===== src/rtl/lbr_pkg.sv =====
package lbr_pkg;

  localparam int LINE_BEATS = 4;
  localparam int BEAT_W     = $clog2(LINE_BEATS);

  typedef enum logic [1:0] {
    ST_IDLE = 2'd0,
    ST_WAIT = 2'd1,
    ST_BEAT = 2'd2
  } lbr_state_e;

  // interleaved beat order: beat index XORed into the low quadword bits
  function automatic logic [BEAT_W-1:0] il_offset(
    input logic [BEAT_W-1:0] start,
    input logic [BEAT_W-1:0] beat
  );
    return start ^ beat;
  endfunction

endpackage


===== src/rtl/lbr_window.sv =====
module lbr_window #(
  parameter int ADDR_W = 32,
  parameter int OFS_W  = 3,
  parameter logic [ADDR_W-1:0] WIN_LO = 32'h0000_0040,
  parameter logic [ADDR_W-1:0] WIN_HI = 32'h0000_013F
) (
  input  logic [ADDR_W-OFS_W-1:0] qaddr_i,
  output logic                    in_win_o
);

  localparam int QA_W = ADDR_W - OFS_W;
  localparam logic [QA_W-1:0] LO_Q = WIN_LO[ADDR_W-1:OFS_W];
  localparam logic [QA_W-1:0] HI_Q = WIN_HI[ADDR_W-1:OFS_W];

  logic above_lo;
  logic below_hi;

  always_comb begin
    above_lo = (qaddr_i >= LO_Q);
    below_hi = (qaddr_i <= HI_Q);
    in_win_o = above_lo && below_hi;
  end

endmodule


===== src/rtl/lbr_seq_ctrl.sv =====
module lbr_seq_ctrl
  import lbr_pkg::*;
#(
  parameter int LATENCY = 2
) (
  input  logic              clk,
  input  logic              rst_n,
  input  logic              strobe_i,
  input  logic              write_i,
  input  logic              cacheable_i,
  input  logic              in_win_i,
  output logic              accept_o,
  output logic              wait_last_o,
  output logic              rdy_o,
  output logic              last_o,
  output logic              cen_o,
  output logic              err_o,
  output logic              burst_o,
  output logic              write_o,
  output logic [BEAT_W-1:0] beat_o
);

  // LATENCY must be at least 2 so a read can be issued one clock ahead
  localparam int LAT_W = (LATENCY > 2) ? $clog2(LATENCY - 1) : 1;
  localparam logic [LAT_W-1:0]  LAT_END   = LAT_W'(LATENCY - 2);
  localparam logic [BEAT_W-1:0] BEAT_LAST = BEAT_W'(LINE_BEATS - 1);

  lbr_state_e        state_q, state_d;
  logic [LAT_W-1:0]  lat_q, lat_d;
  logic [BEAT_W-1:0] beat_q, beat_d;
  logic              burst_q, burst_d;
  logic              wr_q, wr_d;
  logic              err_q, err_d;
  logic              busy;
  logic              ctx_en;
  logic              lat_done;

  always_comb begin
    busy     = (state_q != ST_IDLE);
    accept_o = strobe_i && !busy;
    ctx_en   = accept_o;
    lat_done = (lat_q == LAT_END);
    rdy_o    = (state_q == ST_BEAT);
    last_o   = !burst_q || (beat_q == BEAT_LAST);
  end

  // next-state process
  always_comb begin
    state_d = state_q;
    lat_d   = lat_q;
    beat_d  = beat_q;
    burst_d = cacheable_i && (write_i || in_win_i);
    wr_d    = write_i;
    err_d   = strobe_i && busy;
    case (state_q)
      ST_IDLE: begin
        if (accept_o) begin
          state_d = ST_WAIT;
          lat_d   = '0;
          beat_d  = '0;
        end
      end
      ST_WAIT: begin
        if (lat_done) begin
          state_d = ST_BEAT;
        end else begin
          lat_d = lat_q + 1'b1;
        end
      end
      ST_BEAT: begin
        if (last_o) begin
          state_d = ST_IDLE;
        end else begin
          beat_d = beat_q + 1'b1;
        end
      end
      default: state_d = ST_IDLE;
    endcase
  end

  // register process
  always_ff @(posedge clk or negedge rst_n) begin
    if (!rst_n) begin
      state_q <= ST_IDLE;
      lat_q   <= '0;
      beat_q  <= '0;
      err_q   <= 1'b0;
    end else begin
      state_q <= state_d;
      lat_q   <= lat_d;
      beat_q  <= beat_d;
      err_q   <= err_d;
    end
  end

  always_ff @(posedge clk or negedge rst_n) begin
    if (!rst_n) begin
      burst_q <= 1'b0;
      wr_q    <= 1'b0;
    end else if (ctx_en) begin
      burst_q <= burst_d;
      wr_q    <= wr_d;
    end
  end

  always_comb begin
    wait_last_o = (state_q == ST_WAIT) && lat_done;
    cen_o       = rdy_o && (beat_q == '0) && burst_q && !wr_q;
    err_o       = err_q;
    burst_o     = burst_q;
    write_o     = wr_q;
    beat_o      = beat_q;
  end


  burst_consec_chk: assert property (@(posedge clk) disable iff (!rst_n)
    (rdy_o && !last_o) |=> rdy_o);


  cen_lead_chk: assert property (@(posedge clk) disable iff (!rst_n)
    cen_o |-> (rdy_o && !$past(rdy_o)));


  proto_err_chk: assert property (@(posedge clk) disable iff (!rst_n)
    (strobe_i && busy) |=> (err_o && !$past(accept_o)));

  generate
    if (LATENCY == 2) begin : g_lat2

      first_ready_chk: assert property (@(posedge clk) disable iff (!rst_n)
        accept_o |=> (!rdy_o ##1 rdy_o));
    end
  endgenerate

endmodule


===== src/rtl/lbr_addr_gen.sv =====
module lbr_addr_gen
  import lbr_pkg::*;
#(
  parameter int QA_W = 29,
  parameter int BE_W = 8
) (
  input  logic              clk,
  input  logic              rst_n,
  input  logic              accept_i,
  input  logic [QA_W-1:0]   qaddr_i,
  input  logic [BE_W-1:0]   be_i,
  input  logic              write_i,
  input  logic              burst_i,
  input  logic              wait_last_i,
  input  logic              rdy_i,
  input  logic              last_i,
  input  logic [BEAT_W-1:0] beat_i,
  output logic              mem_en_o,
  output logic              mem_we_o,
  output logic [QA_W-1:0]   mem_addr_o,
  output logic [BE_W-1:0]   mem_be_o,
  output logic [8*BE_W-1:0] rd_mask_o
);

  localparam int DATA_W = 8 * BE_W;

  logic [QA_W-1:0]   base_q;
  logic [BE_W-1:0]   be_q;
  logic              cap_en;
  logic [BEAT_W-1:0] mem_idx;
  logic [DATA_W-1:0] be_mask;

  assign cap_en = accept_i;

  always_ff @(posedge clk or negedge rst_n) begin
    if (!rst_n) begin
      base_q <= '0;
      be_q   <= '0;
    end else if (cap_en) begin
      base_q <= qaddr_i;
      be_q   <= be_i;
    end
  end

  generate
    for (genvar g = 0; g < BE_W; g++) begin : g_mask
      assign be_mask[8*g +: 8] = {8{be_q[g]}};
    end
  endgenerate

  // reads look one beat ahead to cover the memory latency; writes use the current beat
  always_comb begin
    if (write_i) begin
      mem_idx  = beat_i;
      mem_en_o = rdy_i;
    end else if (wait_last_i) begin
      mem_idx  = '0;
      mem_en_o = 1'b1;
    end else begin
      mem_idx  = beat_i + 1'b1;
      mem_en_o = rdy_i && !last_i;
    end
    mem_we_o   = write_i && rdy_i;
    mem_addr_o = {base_q[QA_W-1:BEAT_W], il_offset(base_q[BEAT_W-1:0], mem_idx)};
    mem_be_o   = burst_i ? {BE_W{1'b1}} : be_q;
    rd_mask_o  = burst_i ? {DATA_W{1'b1}} : be_mask;
  end


  beat_step_chk: assert property (@(posedge clk) disable iff (!rst_n)
    (rdy_i && !last_i && write_i) |=>
      (mem_addr_o[BEAT_W-1:0] != $past(mem_addr_o[BEAT_W-1:0])));

endmodule


===== src/rtl/line_burst_responder.sv =====
module line_burst_responder
  import lbr_pkg::*;
#(
  parameter int ADDR_W  = 32,
  parameter int DATA_W  = 64,
  parameter int LATENCY = 2,
  parameter logic [ADDR_W-1:0] WIN_LO = 32'h0000_0040,
  parameter logic [ADDR_W-1:0] WIN_HI = 32'h0000_013F,
  localparam int BE_W  = DATA_W / 8,
  localparam int OFS_W = $clog2(BE_W),
  localparam int QA_W  = ADDR_W - OFS_W
) (
  input  logic              clk,
  input  logic              rst_n,
  input  logic              req_strobe_i,
  input  logic [QA_W-1:0]   req_qaddr_i,
  input  logic [BE_W-1:0]   req_be_i,
  input  logic              req_write_i,
  input  logic              req_cacheable_i,
  input  logic [DATA_W-1:0] req_wdata_i,
  output logic              rsp_ready_o,
  output logic              rsp_cache_en_o,
  output logic [DATA_W-1:0] rsp_rdata_o,
  output logic              proto_err_o,
  output logic              mem_en_o,
  output logic              mem_we_o,
  output logic [QA_W-1:0]   mem_addr_o,
  output logic [BE_W-1:0]   mem_be_o,
  output logic [DATA_W-1:0] mem_wdata_o,
  input  logic [DATA_W-1:0] mem_rdata_i
);

  logic [1:0]        rst_sync_q;
  logic              core_rst_n;
  logic              in_win;
  logic              accept;
  logic              wait_last;
  logic              last_beat;
  logic              burst;
  logic              wr_cyc;
  logic [BEAT_W-1:0] beat;
  logic [DATA_W-1:0] rd_mask;

  // asynchronous assertion, synchronous release
  always_ff @(posedge clk or negedge rst_n) begin
    if (!rst_n) begin
      rst_sync_q <= 2'b00;
    end else begin
      rst_sync_q <= {rst_sync_q[0], 1'b1};
    end
  end
  assign core_rst_n = rst_sync_q[1];

  lbr_window #(
    .ADDR_W (ADDR_W),
    .OFS_W  (OFS_W),
    .WIN_LO (WIN_LO),
    .WIN_HI (WIN_HI)
  ) u_window (
    .qaddr_i  (req_qaddr_i),
    .in_win_o (in_win)
  );

  lbr_seq_ctrl #(
    .LATENCY (LATENCY)
  ) u_seq (
    .clk         (clk),
    .rst_n       (core_rst_n),
    .strobe_i    (req_strobe_i),
    .write_i     (req_write_i),
    .cacheable_i (req_cacheable_i),
    .in_win_i    (in_win),
    .accept_o    (accept),
    .wait_last_o (wait_last),
    .rdy_o       (rsp_ready_o),
    .last_o      (last_beat),
    .cen_o       (rsp_cache_en_o),
    .err_o       (proto_err_o),
    .burst_o     (burst),
    .write_o     (wr_cyc),
    .beat_o      (beat)
  );

  lbr_addr_gen #(
    .QA_W (QA_W),
    .BE_W (BE_W)
  ) u_addr (
    .clk         (clk),
    .rst_n       (core_rst_n),
    .accept_i    (accept),
    .qaddr_i     (req_qaddr_i),
    .be_i        (req_be_i),
    .write_i     (wr_cyc),
    .burst_i     (burst),
    .wait_last_i (wait_last),
    .rdy_i       (rsp_ready_o),
    .last_i      (last_beat),
    .beat_i      (beat),
    .mem_en_o    (mem_en_o),
    .mem_we_o    (mem_we_o),
    .mem_addr_o  (mem_addr_o),
    .mem_be_o    (mem_be_o),
    .rd_mask_o   (rd_mask)
  );

  always_comb begin
    mem_wdata_o = req_wdata_i;
    rsp_rdata_o = (rsp_ready_o && !wr_cyc) ? (mem_rdata_i & rd_mask) : '0;
  end

endmodule


===== config.mk =====
export PLATFORM = sky130hd
export DESIGN_NAME = line_burst_responder
export DESIGN_NICKNAME = d
export VERILOG_FILES = /design/src/rtl/lbr_pkg.sv /design/src/rtl/lbr_window.sv /design/src/rtl/lbr_seq_ctrl.sv /design/src/rtl/lbr_addr_gen.sv /design/src/rtl/line_burst_responder.sv
export SDC_FILE = /design/constraint.sdc
export NUM_CORES = 1
export LEC_CHECK = 0
export ABC_AREA = 1
export CORE_AREA = 2 2 130 132
export DETAILED_ROUTE_END_ITERATION = 8
export DIE_AREA = 0 0 132 134
export DONT_BUFFER_PORTS = 1
export SKIP_LAST_GASP = 1
export SLEW_MARGIN = 30
export SYNTH_ARGS = -nofsm -noshare
export SYNTH_HDL_FRONTEND = slang
export SYNTH_SLANG_ARGS = --single-unit

===== constraint.sdc =====
create_clock -name clk -period 1.7 [get_ports clk]
set_input_delay 0.255 -clock clk [delete_from_list [all_inputs] [get_ports clk]]
set_output_delay 0.255 -clock clk [all_outputs]
set_load 0.02 [all_outputs]

==> run_results.csv <==
group,metric,value,unit
place,place_congestion,0.798,
min_path,hp-start,"req_strobe_i",
run_status,violations,"setup timing",
power,powerDensity,1820,nW/µm²
power,leakage,2.08,nW
grt,grt_max_degree,66,
worst_setup_path,crit_fanout,3,
detailed_routing,num_vias,2953,
clock_tree,clkSinkCount,46,
min_path,hold_path_class,"in -> reg",
detailed_routing,wirelength,12.5,mm
worst_setup_path,reg2reg_from,"u_seq.state_q[0]",
worst_setup_path,critPathSlowestCell,"dfrtp_1",
worst_setup_path,timing.reg2reg.worst_path_depth,8,
place,portBuffers,0,
floorplanning,die_w,132,µm
finish,nFillCells,1814,
synth,syn_nets,679,
grt,grt_usage,0.124,
place,place_hpwl,9.34,mm
power,p_switching,3.58,mW
min_path,min_to,"u_seq.err_o",
detailed_routing,drt_first_pass_iters,4,
floorplanning,core_area,16300,µm²
detailed_routing,drt_iter0_markers,63,
finish,diodes,0,
clock_tree,clk_pin_slew,70,ps
sta,fmax,542,MHz
sta,hold_viol_final,0,
floorplanning,start_util,0.208,
sta,rsz0062_at_grt,"true",
grt,grt_pass1_wl,16.7,mm
finish,num-nets-final,686,
power,peakVddDrop,0.000666,V
synth,synthDistinctLibCells,24,
finish,final_area,4060,µm²
job,max_cap_violations,0,
run_status,status,"finished with violations",
finish,multi_input_area,1370,µm²
finish,syn_to_final_growth,20.0,%
detailed_routing,via_per_inst,4.02,
clock_tree,tritoncts,"done",
synth,ys_warn_count,0,
power,p_int,3.83,mW
detailed_routing,ant_nets,0,
synth,avgSynthCellArea,6.67,µm²
floorplanning,io_pins,340,
sta,period_share,1.09,
place,place_area,3520,µm²
worst_setup_path,slowest_delay,420,ps
clock_tree,insertion_delay,290,ps
synth,netlist_instances,507,
sta,timing.setup.tns,-1990,ps
power,p_seq_frac,0.319,
sta,fin_ws,-145,ps
min_path,worstHoldPathCells,2,
grt,grt_pass1_vias,2852,
clock_tree,cts_buffer_depth,2,
floorplanning,dieHeight,134,µm
clock_tree,cts_root_buffer,"clkbuf_16",
synth,ys_ff_latch,46,
clock_tree,cts-buffers-inserted,5,
grt,antenna_found_initial,0,
worst_setup_path,crit_required,1440,ps
sta,setup_viol,63,
worst_setup_path,critPathArrivalTime,1590,ps
detailed_routing,wl_per_cell,17.0,µm
synth,synthesis.area,3380,µm²
worst_setup_path,cp-end-kind,"output pin",
worst_setup_path,critical_path.startpoint_type,"flop",
clock_tree,htreeDepth,2,
worst_setup_path,reg2reg_to,"u_addr.base_q[4]",
synth,seq_area_frac_synth,0.340,
floorplanning,row_count,47,
worst_setup_path,reg2reg_slack,190,ps
grt,globalRouteOverflowTotal,0,
place,place_inst,703,
power,p_total,7.40,mW
place,dpl_worst_slack,175,ps
worst_setup_path,crit_type,"reg -> out",
finish,seq_area,1150,µm²
power,switching_share,0.483,
sta,layout_min_cycle_time,1840,ps
worst_setup_path,crit_chain,"inv_1 > ha_4 > nand3_2 > o21ai_2 > xor2_1 > buf_4",
power,clockPowerShare,0.149,
sta,final_max_slew_viol_count,0,
detailed_routing,drc_errors,0,
finish,final_cells,735,
finish,drive_gt1_frac,0.287,
floorplanning,dieArea,17700,µm²
power,comb_power_share,0.532,
sta,skew,7.48,ps
[synth_stat cells]
cell type | count | area, µm²
nand3_1 | 5 | 25.0
inv_2 | 3 | 11.3
nor3_1 | 1 | 5.00
nand2_4 | 1 | 11.3
buf_4 | 92 | 691
buf_2 | 5 | 25.0
dfrtp_1 | 46 | 1150
buf_6 | 6 | 67.6
o21ai_0 | 23 | 115
nor2_1 | 101 | 379
nor2_2 | 1 | 6.26
ha_1 | 2 | 25.0
nor3_2 | 1 | 10.0
xor2_1 | 2 | 17.5
nand2_2 | 1 | 6.26
conb_1 | 1 | 3.75
clkbuf_2 | 1 | 5.00
o21ai_1 | 5 | 25.0
clkinv_1 | 8 | 30.0
nand2_1 | 164 | 616
inv_1 | 32 | 120
clkbuf_1 | 2 | 7.51
nand4_1 | 3 | 18.8
nor2_4 | 1 | 11.3
[layout make-up]
| class | count | area share |
|---|---|---|
| timing repair buffer | 101 | 0.217 |
| sequential | 46 | 0.284 |
| timing repair inverter | 5 | 0.00493 |
| clock inverter | 1 | 0.00740 |
| multi-input combinational | 312 | 0.338 |
| inverter | 43 | 0.0475 |
| clock buffer | 7 | 0.0327 |
| tap | 220 | 0.0678 |
[cells by family after synthesis]
| logic type | after synthesis | share of synthesized area |
|---|---|---|
| xor gates and xnor gates | 2 | 0.00518 |
| AOI/OAI and AO/OA | 28 | 0.0414 |
| other | 1 | 0.00111 |
| buffers and inverters | 149 | 0.283 |
| adders and majority gates | 2 | 0.00740 |
| DFF | 46 | 0.340 |
| and+or+nand+nor | 279 | 0.322 |
[per-stage QoR]
step | util | hold slack [ps]
floorplan | - | -40.6
global placement | 0.216 | -40.5
detailed placement | 0.216 | -40.5
CTS | 0.232 | 58.9
global route | 0.249 | 67.9
finish | 0.249 | 69.9
[registers in the layout, indices dropped and copies added (netlist names)]
| register | flops |
|---|---|
| rst_sync_q | 2 |
| u_addr.base_q | 29 |
| u_addr.be_q | 8 |
| u_seq.beat_o | 2 |
| u_seq.burst_o | 1 |
| u_seq.err_o | 1 |
| u_seq.state_q | 2 |
| u_seq.write_o | 1 |
[worst max-delay path, delay by kind of cell (launching register included)]
kind | cells | cell delay (ps)
buf+inv | 2 | 290
fa+ha+maj | 1 | 300
simple gates | 1 | 80
flops | 1 | 420
xor+xnor | 1 | 150
compound gates | 1 | 70
[power groups by stage]
stage	Clock, mW	Combinational (mW)	Sequential (mW)
finish	1.10	3.94	2.36
global route	1.19	4.36	2.43
CTS	1.15	3.36	2.33
detailed placement	0	3.17	2.34
global placement	0	3.12	2.34
floorplan	0	3.23	1.83
[layer usage]
metal,GRT usage,wire (µm),vias up,share of wire
li1,-,-,1436,-
met1,0.136,4940,1305,0.40
met2,0.204,5790,193,0.46
met3,0.0733,1540,19,0.12
met4,0.0338,200,0,0.016
met5,0,0,-,0
[worst max path at each step]
| stage | startpoint | to | slack (ps) | depth (start not counted) |
|---|---|---|---|---|
| 2_1_floorplan | u_seq.state_q[0] | rsp_rdata_o[14] | 160 | 5 |
| 3_3_place_gp | u_seq.burst_o | rsp_rdata_o[26] | 170 | 6 |
| 3_5_place_dp | u_seq.burst_o | rsp_rdata_o[26] | 180 | 6 |
| 4_1_cts | u_seq.beat_o[0] | mem_addr_o[1] | -70 | 6 |
| 5_1_grt | u_seq.beat_o[1] | mem_addr_o[1] | -240 | 6 |
| 6_report | u_seq.beat_o[1] | mem_addr_o[1] | -140 | 6 |
[cell usage in the layout, fill, tap and decap left out, types with 2 or more instances in the layout]
cell type,n
nand3_1,4
o21ai_1,6
buf_4,88
inv_4,5
dfrtp_1,44
inv_2,7
nor2_2,7
nand2_1,162
clkinv_2,5
dfrtp_2,2
clkbuf_1,2
nand2_2,2
xor2_1,2
buf_6,4
inv_1,29
o21ai_2,2
clkbuf_16,7
nor2_1,91
ha_4,2
nand4_1,3
o21ai_0,20
nand2_4,2
buf_12,5
nor2_4,5
[timing repair]
item	in CTS	in global routing
resized for setup	16	40
setup endpoints to repair	71	70
gates cloned	1	8
hold buffers	1	0
endpoints found under the hold margin	2	0
buffers inserted	8	6
pin swaps	4	4
(Power assumes the default switching activity.)
